**src/rtl/pll_seq_pkg.sv**
```systemverilog
package pll_seq_pkg;
  typedef enum logic [3:0] {
    ST_IDLE, ST_MODE, ST_OWN, ST_BYP, ST_WBYP, ST_RST, ST_DIS, ST_PWR,
    ST_EN, ST_WSTAB, ST_MULT, ST_DIV, ST_WRST, ST_REL, ST_WLOCK, ST_FIN
  } seq_state_e;
endpackage

```
**src/rtl/pll_wait_timer.sv**
```systemverilog
module pll_wait_timer #(
  parameter int CNT_W = 16
) (
  input  logic             clk_i,
  input  logic             rst_ni,
  input  logic             load_i,
  input  logic [CNT_W-1:0] val_i,
  output logic             last_o
);
  logic [CNT_W-1:0] cnt_q;

  // zero load is promoted to a one-cycle wait
  always_ff @(posedge clk_i or negedge rst_ni) begin
    if (!rst_ni)              cnt_q <= '0;
    else if (load_i)          cnt_q <= (val_i == '0) ? CNT_W'(1) : val_i;
    else if (cnt_q != '0)     cnt_q <= cnt_q - CNT_W'(1);
  end

  assign last_o = (cnt_q == CNT_W'(1));
endmodule

```
**src/rtl/pll_seq_ctrl.sv**
```systemverilog
module pll_seq_ctrl
  import pll_seq_pkg::*;
#(
  parameter int MULT_W   = 5,
  parameter int CNT_W    = 16,
  parameter int BYP_WAIT = 4
) (
  input  logic              clk_i,
  input  logic              rst_ni,
  input  logic              start_i,
  input  logic              clk_mode_i,
  input  logic [MULT_W-1:0] mult_i,
  input  logic              div_upd_i,
  input  logic [CNT_W-1:0]  stab_cnt_i,
  input  logic [CNT_W-1:0]  rst_cnt_i,
  input  logic [CNT_W-1:0]  lock_cnt_i,
  input  logic              div_ack_i,
  input  logic              tmr_last_i,
  output logic              tmr_ld_o,
  output logic [CNT_W-1:0]  tmr_val_o,
  output logic              clk_mode_o,
  output logic              byp_own_o,
  output logic              bypass_o,
  output logic              pll_rst_o,
  output logic              pll_dis_o,
  output logic              pll_pd_o,
  output logic [MULT_W-1:0] mult_o,
  output logic              mult_ld_o,
  output logic              div_req_o,
  output logic              busy_o,
  output logic              done_o
);
  localparam logic [CNT_W-1:0] BypCnt = CNT_W'(BYP_WAIT);

  seq_state_e st_q, st_d;
  logic              mode_q, div_q;
  logic [MULT_W-1:0] mult_q;
  logic [CNT_W-1:0]  stab_q, rcnt_q, lock_q;

  always_comb begin
    st_d      = st_q;
    tmr_ld_o  = 1'b0;
    tmr_val_o = '0;
    unique case (st_q)
      ST_IDLE:  if (start_i) st_d = ST_MODE;
      ST_MODE:  st_d = ST_OWN;
      ST_OWN:   st_d = ST_BYP;
      ST_BYP:   begin st_d = ST_WBYP; tmr_ld_o = 1'b1; tmr_val_o = BypCnt; end
      ST_WBYP:  if (tmr_last_i) st_d = ST_RST;
      ST_RST:   st_d = ST_DIS;
      ST_DIS:   st_d = ST_PWR;
      ST_PWR:   st_d = ST_EN;
      ST_EN:    begin st_d = ST_WSTAB; tmr_ld_o = 1'b1; tmr_val_o = stab_q; end
      ST_WSTAB: if (tmr_last_i) st_d = ST_MULT;
      ST_MULT: begin
        if (div_q) st_d = ST_DIV;
        else begin st_d = ST_WRST; tmr_ld_o = 1'b1; tmr_val_o = rcnt_q; end
      end
      ST_DIV:   if (div_ack_i) begin st_d = ST_WRST; tmr_ld_o = 1'b1; tmr_val_o = rcnt_q; end
      ST_WRST:  if (tmr_last_i) st_d = ST_REL;
      ST_REL:   begin st_d = ST_WLOCK; tmr_ld_o = 1'b1; tmr_val_o = lock_q; end
      ST_WLOCK: if (tmr_last_i) st_d = ST_FIN;
      ST_FIN:   st_d = ST_IDLE;
      default:  st_d = ST_IDLE;
    endcase
  end

  always_ff @(posedge clk_i or negedge rst_ni) begin
    if (!rst_ni) begin
      st_q <= ST_IDLE;
      {mode_q, div_q} <= '0;
      mult_q <= '0;
      {stab_q, rcnt_q, lock_q} <= '0;
    end else begin
      st_q <= st_d;
      if (st_q == ST_IDLE && start_i) begin
        mode_q <= clk_mode_i;
        div_q  <= div_upd_i;
        mult_q <= mult_i;
        stab_q <= stab_cnt_i;
        rcnt_q <= rst_cnt_i;
        lock_q <= lock_cnt_i;
      end
    end
  end

  // each output changes on the edge that ends its owning step
  always_ff @(posedge clk_i or negedge rst_ni) begin
    if (!rst_ni) begin
      clk_mode_o <= 1'b0;
      byp_own_o  <= 1'b0;
      bypass_o   <= 1'b1;
      pll_rst_o  <= 1'b0;
      pll_dis_o  <= 1'b0;
      pll_pd_o   <= 1'b1;
      mult_o     <= '0;
      mult_ld_o  <= 1'b0;
      div_req_o  <= 1'b0;
      done_o     <= 1'b0;
    end else begin
      mult_ld_o <= (st_q == ST_MULT);
      done_o    <= (st_q == ST_FIN);
      unique case (st_q)
        ST_MODE: clk_mode_o <= mode_q;
        ST_OWN:  byp_own_o  <= 1'b1;
        ST_BYP:  bypass_o   <= 1'b1;
        ST_RST:  pll_rst_o  <= 1'b1;
        ST_DIS:  pll_dis_o  <= 1'b1;
        ST_PWR:  pll_pd_o   <= 1'b0;
        ST_EN:   pll_dis_o  <= 1'b0;
        ST_MULT: begin mult_o <= mult_q; div_req_o <= div_q; end
        ST_DIV:  if (div_ack_i) div_req_o <= 1'b0;
        ST_REL:  pll_rst_o  <= 1'b0;
        ST_FIN:  bypass_o   <= 1'b0;
        default: ;
      endcase
    end
  end

  assign busy_o = (st_q != ST_IDLE);
endmodule

```
**src/rtl/pll_bringup_seq.sv**
```systemverilog
module pll_bringup_seq #(
  parameter int MULT_W   = 5,
  parameter int CNT_W    = 16,
  parameter int BYP_WAIT = 4
) (
  input  logic              clk_i,
  input  logic              rst_ni,
  input  logic              start_i,
  input  logic              clk_mode_i,
  input  logic [MULT_W-1:0] mult_i,
  input  logic              div_upd_i,
  input  logic [CNT_W-1:0]  stab_cnt_i,
  input  logic [CNT_W-1:0]  rst_cnt_i,
  input  logic [CNT_W-1:0]  lock_cnt_i,
  input  logic              div_ack_i,
  output logic              clk_mode_o,
  output logic              byp_own_o,
  output logic              bypass_o,
  output logic              pll_rst_o,
  output logic              pll_dis_o,
  output logic              pll_pd_o,
  output logic [MULT_W-1:0] mult_o,
  output logic              mult_ld_o,
  output logic              div_req_o,
  output logic              busy_o,
  output logic              done_o
);
  logic             tmr_ld, tmr_last;
  logic [CNT_W-1:0] tmr_val;

  pll_seq_ctrl #(.MULT_W(MULT_W), .CNT_W(CNT_W), .BYP_WAIT(BYP_WAIT)) u_ctrl (
    .clk_i, .rst_ni, .start_i, .clk_mode_i, .mult_i, .div_upd_i,
    .stab_cnt_i, .rst_cnt_i, .lock_cnt_i, .div_ack_i,
    .tmr_last_i(tmr_last), .tmr_ld_o(tmr_ld), .tmr_val_o(tmr_val),
    .clk_mode_o, .byp_own_o, .bypass_o, .pll_rst_o, .pll_dis_o, .pll_pd_o,
    .mult_o, .mult_ld_o, .div_req_o, .busy_o, .done_o
  );

  pll_wait_timer #(.CNT_W(CNT_W)) u_tmr (
    .clk_i, .rst_ni, .load_i(tmr_ld), .val_i(tmr_val), .last_o(tmr_last)
  );
endmodule

```
**config.mk**
```make
export PLATFORM = sky130hd
export DESIGN_NAME = pll_bringup_seq
export DESIGN_NICKNAME = d
export VERILOG_FILES = /design/src/rtl/pll_seq_pkg.sv /design/src/rtl/pll_wait_timer.sv /design/src/rtl/pll_seq_ctrl.sv /design/src/rtl/pll_bringup_seq.sv
export SDC_FILE = /design/constraint.sdc
export NUM_CORES = 1
export LEC_CHECK = 0
export ABC_AREA = 1
export ABC_CLOCK_PERIOD_IN_PS = 2700
export BUFFER_PORTS_ARGS = -buffer_cell sky130_fd_sc_hd__buf_2
export CAP_MARGIN = 25
export CORE_MARGIN = 3
export CORE_UTILIZATION = 61
export CTS_CLUSTER_SIZE = 20
export DETAILED_ROUTE_END_ITERATION = 10
export HOLD_SLACK_MARGIN = 0.12
export PLACE_DENSITY = 0.82
export RECOVER_POWER = 100
export SETUP_SLACK_MARGIN = 0.15
export SLEW_MARGIN = 0
export SYNTH_ARGS = -nofsm -noshare
export SYNTH_HDL_FRONTEND = slang
export SYNTH_SLANG_ARGS = --single-unit
export TNS_END_PERCENT = 10
```
**constraint.sdc**
```tcl
create_clock -name clk_i -period 2.7 [get_ports clk_i]
set_input_delay 0.54 -clock clk_i [delete_from_list [all_inputs] [get_ports clk_i]]
set_output_delay 0.54 -clock clk_i [all_outputs]
set_load 0.02 [all_outputs]
```
==> summary.md <==
| Metric | Value |
|---|---|
| Status | complete, no violations |
| Fin crit share | 0.904 |
| HPWL after DPL | 7900 µm |
| Register clock-pin slew on the reported worst setup and hold paths | 0.09 ns |
| Synth area leaders | dfrtp_1, nand2_1, mux2_2 |
| Setup bufs post-CTS | 0 |
| Total grt overflow | 0 |
| Die area | 8620 µm² |
| Peak Freq | 410 MHz |
| Crit path DAT | 2.68 ns |
| Port Buffers | 73 |
| Area delta synth->final | 13.5% |
| DR DRC count | 0 |
| Netlist cell types | 40 |
| Average instance area after synthesis | 8.28 µm² |
| Post-route worst setup slack | 0.259 ns |
| Worst-path fanout max | 57 |
| Nets | 687 |
| Wire per inst | 14.7 µm |
| Largest net degree at the start of global routing | 58 |
| Commonest non-fill, non-tap cell in the layout | nand2_1 |
| Max-cap violations | 0 |
| Fraction of registers with async set/reset | 1.00 |
| Core box area | 7290 µm² |
| Dpl ws | 0.415 ns |
| Antenna violations before repair | 0 |
| Post-synth top area share | 0.473 |
| Setup TNS | 0 ns |
| Setup crit start kind | flip-flop |
| Pwr dens | 1190 nW/µm² |
| RR Startpoint | u_ctrl.st_q[2] |
| Drt pass-1 iters | 5 |
| Slew @ Worst Pin | 1.26 ns |
| Synth Net Count | 617 |
| Root buffer cell | clkbuf_8 |
| # resized after CTS | 0 |
| Post-route minimum period | 2.44 ns |
| Setup crit start | u_ctrl.st_q[2] |
| Die height | 92.9 µm |
| Final ANT Viol Nets | 0 |
| FF+latch count, synth | 89 |
| Share of cells above drive strength 1 | 0.211 |
| Hold Violations, Final | 0 |
| Max-Slew Margin vs Limit | 0.163 |
| Seq/Total Area, Yosys | 0.485 |
| Yosys warns | 0 |
| Min-delay src | stab_cnt_i[2] |
| Number of global-route vias before repair | 3896 |
| # rows | 31 |
| Most frequent cells in the layout | nand2_1, dfrtp_1, nor2_1 |
| Worst skew pair latency | 0.36 ns |
| Post-synth EDFFs | 0 |
| First-pass GRT wire length | 18100 µm |
| Post-synth top flop | dfrtp_1 |
| Clk_skew | 0.0121 ns |
| Final setup vio count | 0 |
| Synth Cell Area | 4600 µm² |
| Clk sinks | 89 |
| Kind of critical path | reg2reg |
| H-tree lvl count | 3 |
| WHS | 0.401 ns |
| Post-Route WL | 10700 µm |
| P_leak | 2.76 nW |
| CTS tree | yes |
| R2R Setup Slk | 0.26 ns |
| Starting Density | 0.631 |
| Hold Buf Count CTS | 0 |
| IO Count | 74 |
| Worst Path Required | 2.94 ns |
| Total Routing Usage GR | 0.267 |
| Clk buf depth | 2 |
| Post-synthesis instance total | 556 |
| Initial DRC count | 263 |
| RSZ-0062 raised after global routing | false |
| Vias/cell | 5.31 |
| Total CTS buffers | 9 |
| Routability cong. | 0.883 |
| Area leader, netlist | dfrtp_1 |
| Die X | 92.9 µm |
| CP endpoint kind | flip-flop |
| Worst IR Drop VDD | 0.000597 V |
| Vias | 3869 |
| Diodes inserted | 0 |
| Hold crit path type | in2reg |
| Pins Over Slew Limit | 0 |
[layout make-up]
type	instances	area (µm²)
flip-flops and latches	89	2230
fillers	610	2070
multi-input cells	389	2030
repair buffers	79	382
inverters	58	218
clock buffers	9	124
well taps	99	124
clock inverters	6	115
[registers in the layout, summed over array words and instances, names as in the netlist, 4 cells and up]
name,flops
u_ctrl.lock_q,16
u_ctrl.mult_o,5
u_ctrl.mult_q,5
u_ctrl.rcnt_q,16
u_ctrl.st_q,4
u_ctrl.stab_q,16
u_tmr.cnt_q,16
[cell usage after synthesis, types with 2 or more instances]
| library cell | count |
|---|---|
| buf_6 | 3 |
| dfrtp_1 | 87 |
| nor2_1 | 82 |
| o21ai_0 | 17 |
| xor2_1 | 6 |
| a31oi_1 | 2 |
| o21ai_1 | 3 |
| buf_2 | 11 |
| mux2_2 | 32 |
| nand3b_1 | 3 |
| dfstp_2 | 2 |
| nand2_1 | 144 |
| a21oi_1 | 32 |
| nor3_2 | 2 |
| nor2_4 | 2 |
| inv_1 | 51 |
| inv_2 | 6 |
| clkbuf_1 | 6 |
| nor2_2 | 5 |
| nand2_2 | 4 |
| a21oi_2 | 10 |
| nand3_1 | 27 |
| ha_1 | 2 |
[cell families after synthesis]
kind of cell | Yosys count | synth area share
XOR/XNOR | 7 | 0.0133
AND/OR/NAND/NOR | 276 | 0.255
flip-flops | 89 | 0.485
AO/OA/AOI/OAI | 72 | 0.0919
multiplexers | 32 | 0.0783
adder cells (fa/ha/maj) | 2 | 0.00544
buffers and inverters | 78 | 0.0715
[per-stage QoR]
stage / cell area (µm²) / total power [mW] / std cells / utilization
2_1_floorplan: 4600 / 4.40 / 556 / -
3_3_place_gp: 5060 / 5.00 / 714 / 0.695
3_5_place_dp: 5060 / 5.15 / 714 / 0.695
4_1_cts: 5300 / 6.26 / 729 / 0.727
5_1_grt: 5220 / 6.65 / 729 / 0.716
6_report: 5220 / 6.19 / 729 / 0.716
[where the power goes]
group | internal, mW | total, mW | switching (mW)
combinational | 0.986 | 2.67 | 1.68
clock | 0.614 | 1.09 | 0.477
sequential | 1.98 | 2.43 | 0.443
[worst max-delay path, cell delays in order (launching register included)]
cell and delay [ns]:
dfrtp_1 0.48, nor2_1 0.50, nand3_4 0.39, clkbuf_4 0.52, mux2_2 0.40
[final timing paths]
kind / end / depth (start not counted)
max reg2reg: u_ctrl.lock_q[6] / 4
max: u_ctrl.lock_q[6] / 4
max in group asynchronous: u_ctrl.rcnt_q[1] / 2
min reg2reg: u_ctrl.bypass_o / 2
min in group asynchronous: u_tmr.cnt_q[15] / 1
min: u_ctrl.stab_q[2] / 2
[per-layer routing]
layer	wire (µm)	global-route usage	vias up
met3	686	0.0609	21
met2	5180	0.432	139
li1	-	-	1896
met5	0	0	-
met1	4620	0.352	1813
met4	203	0.0977	0
Power figures use the tool's default switching activity.
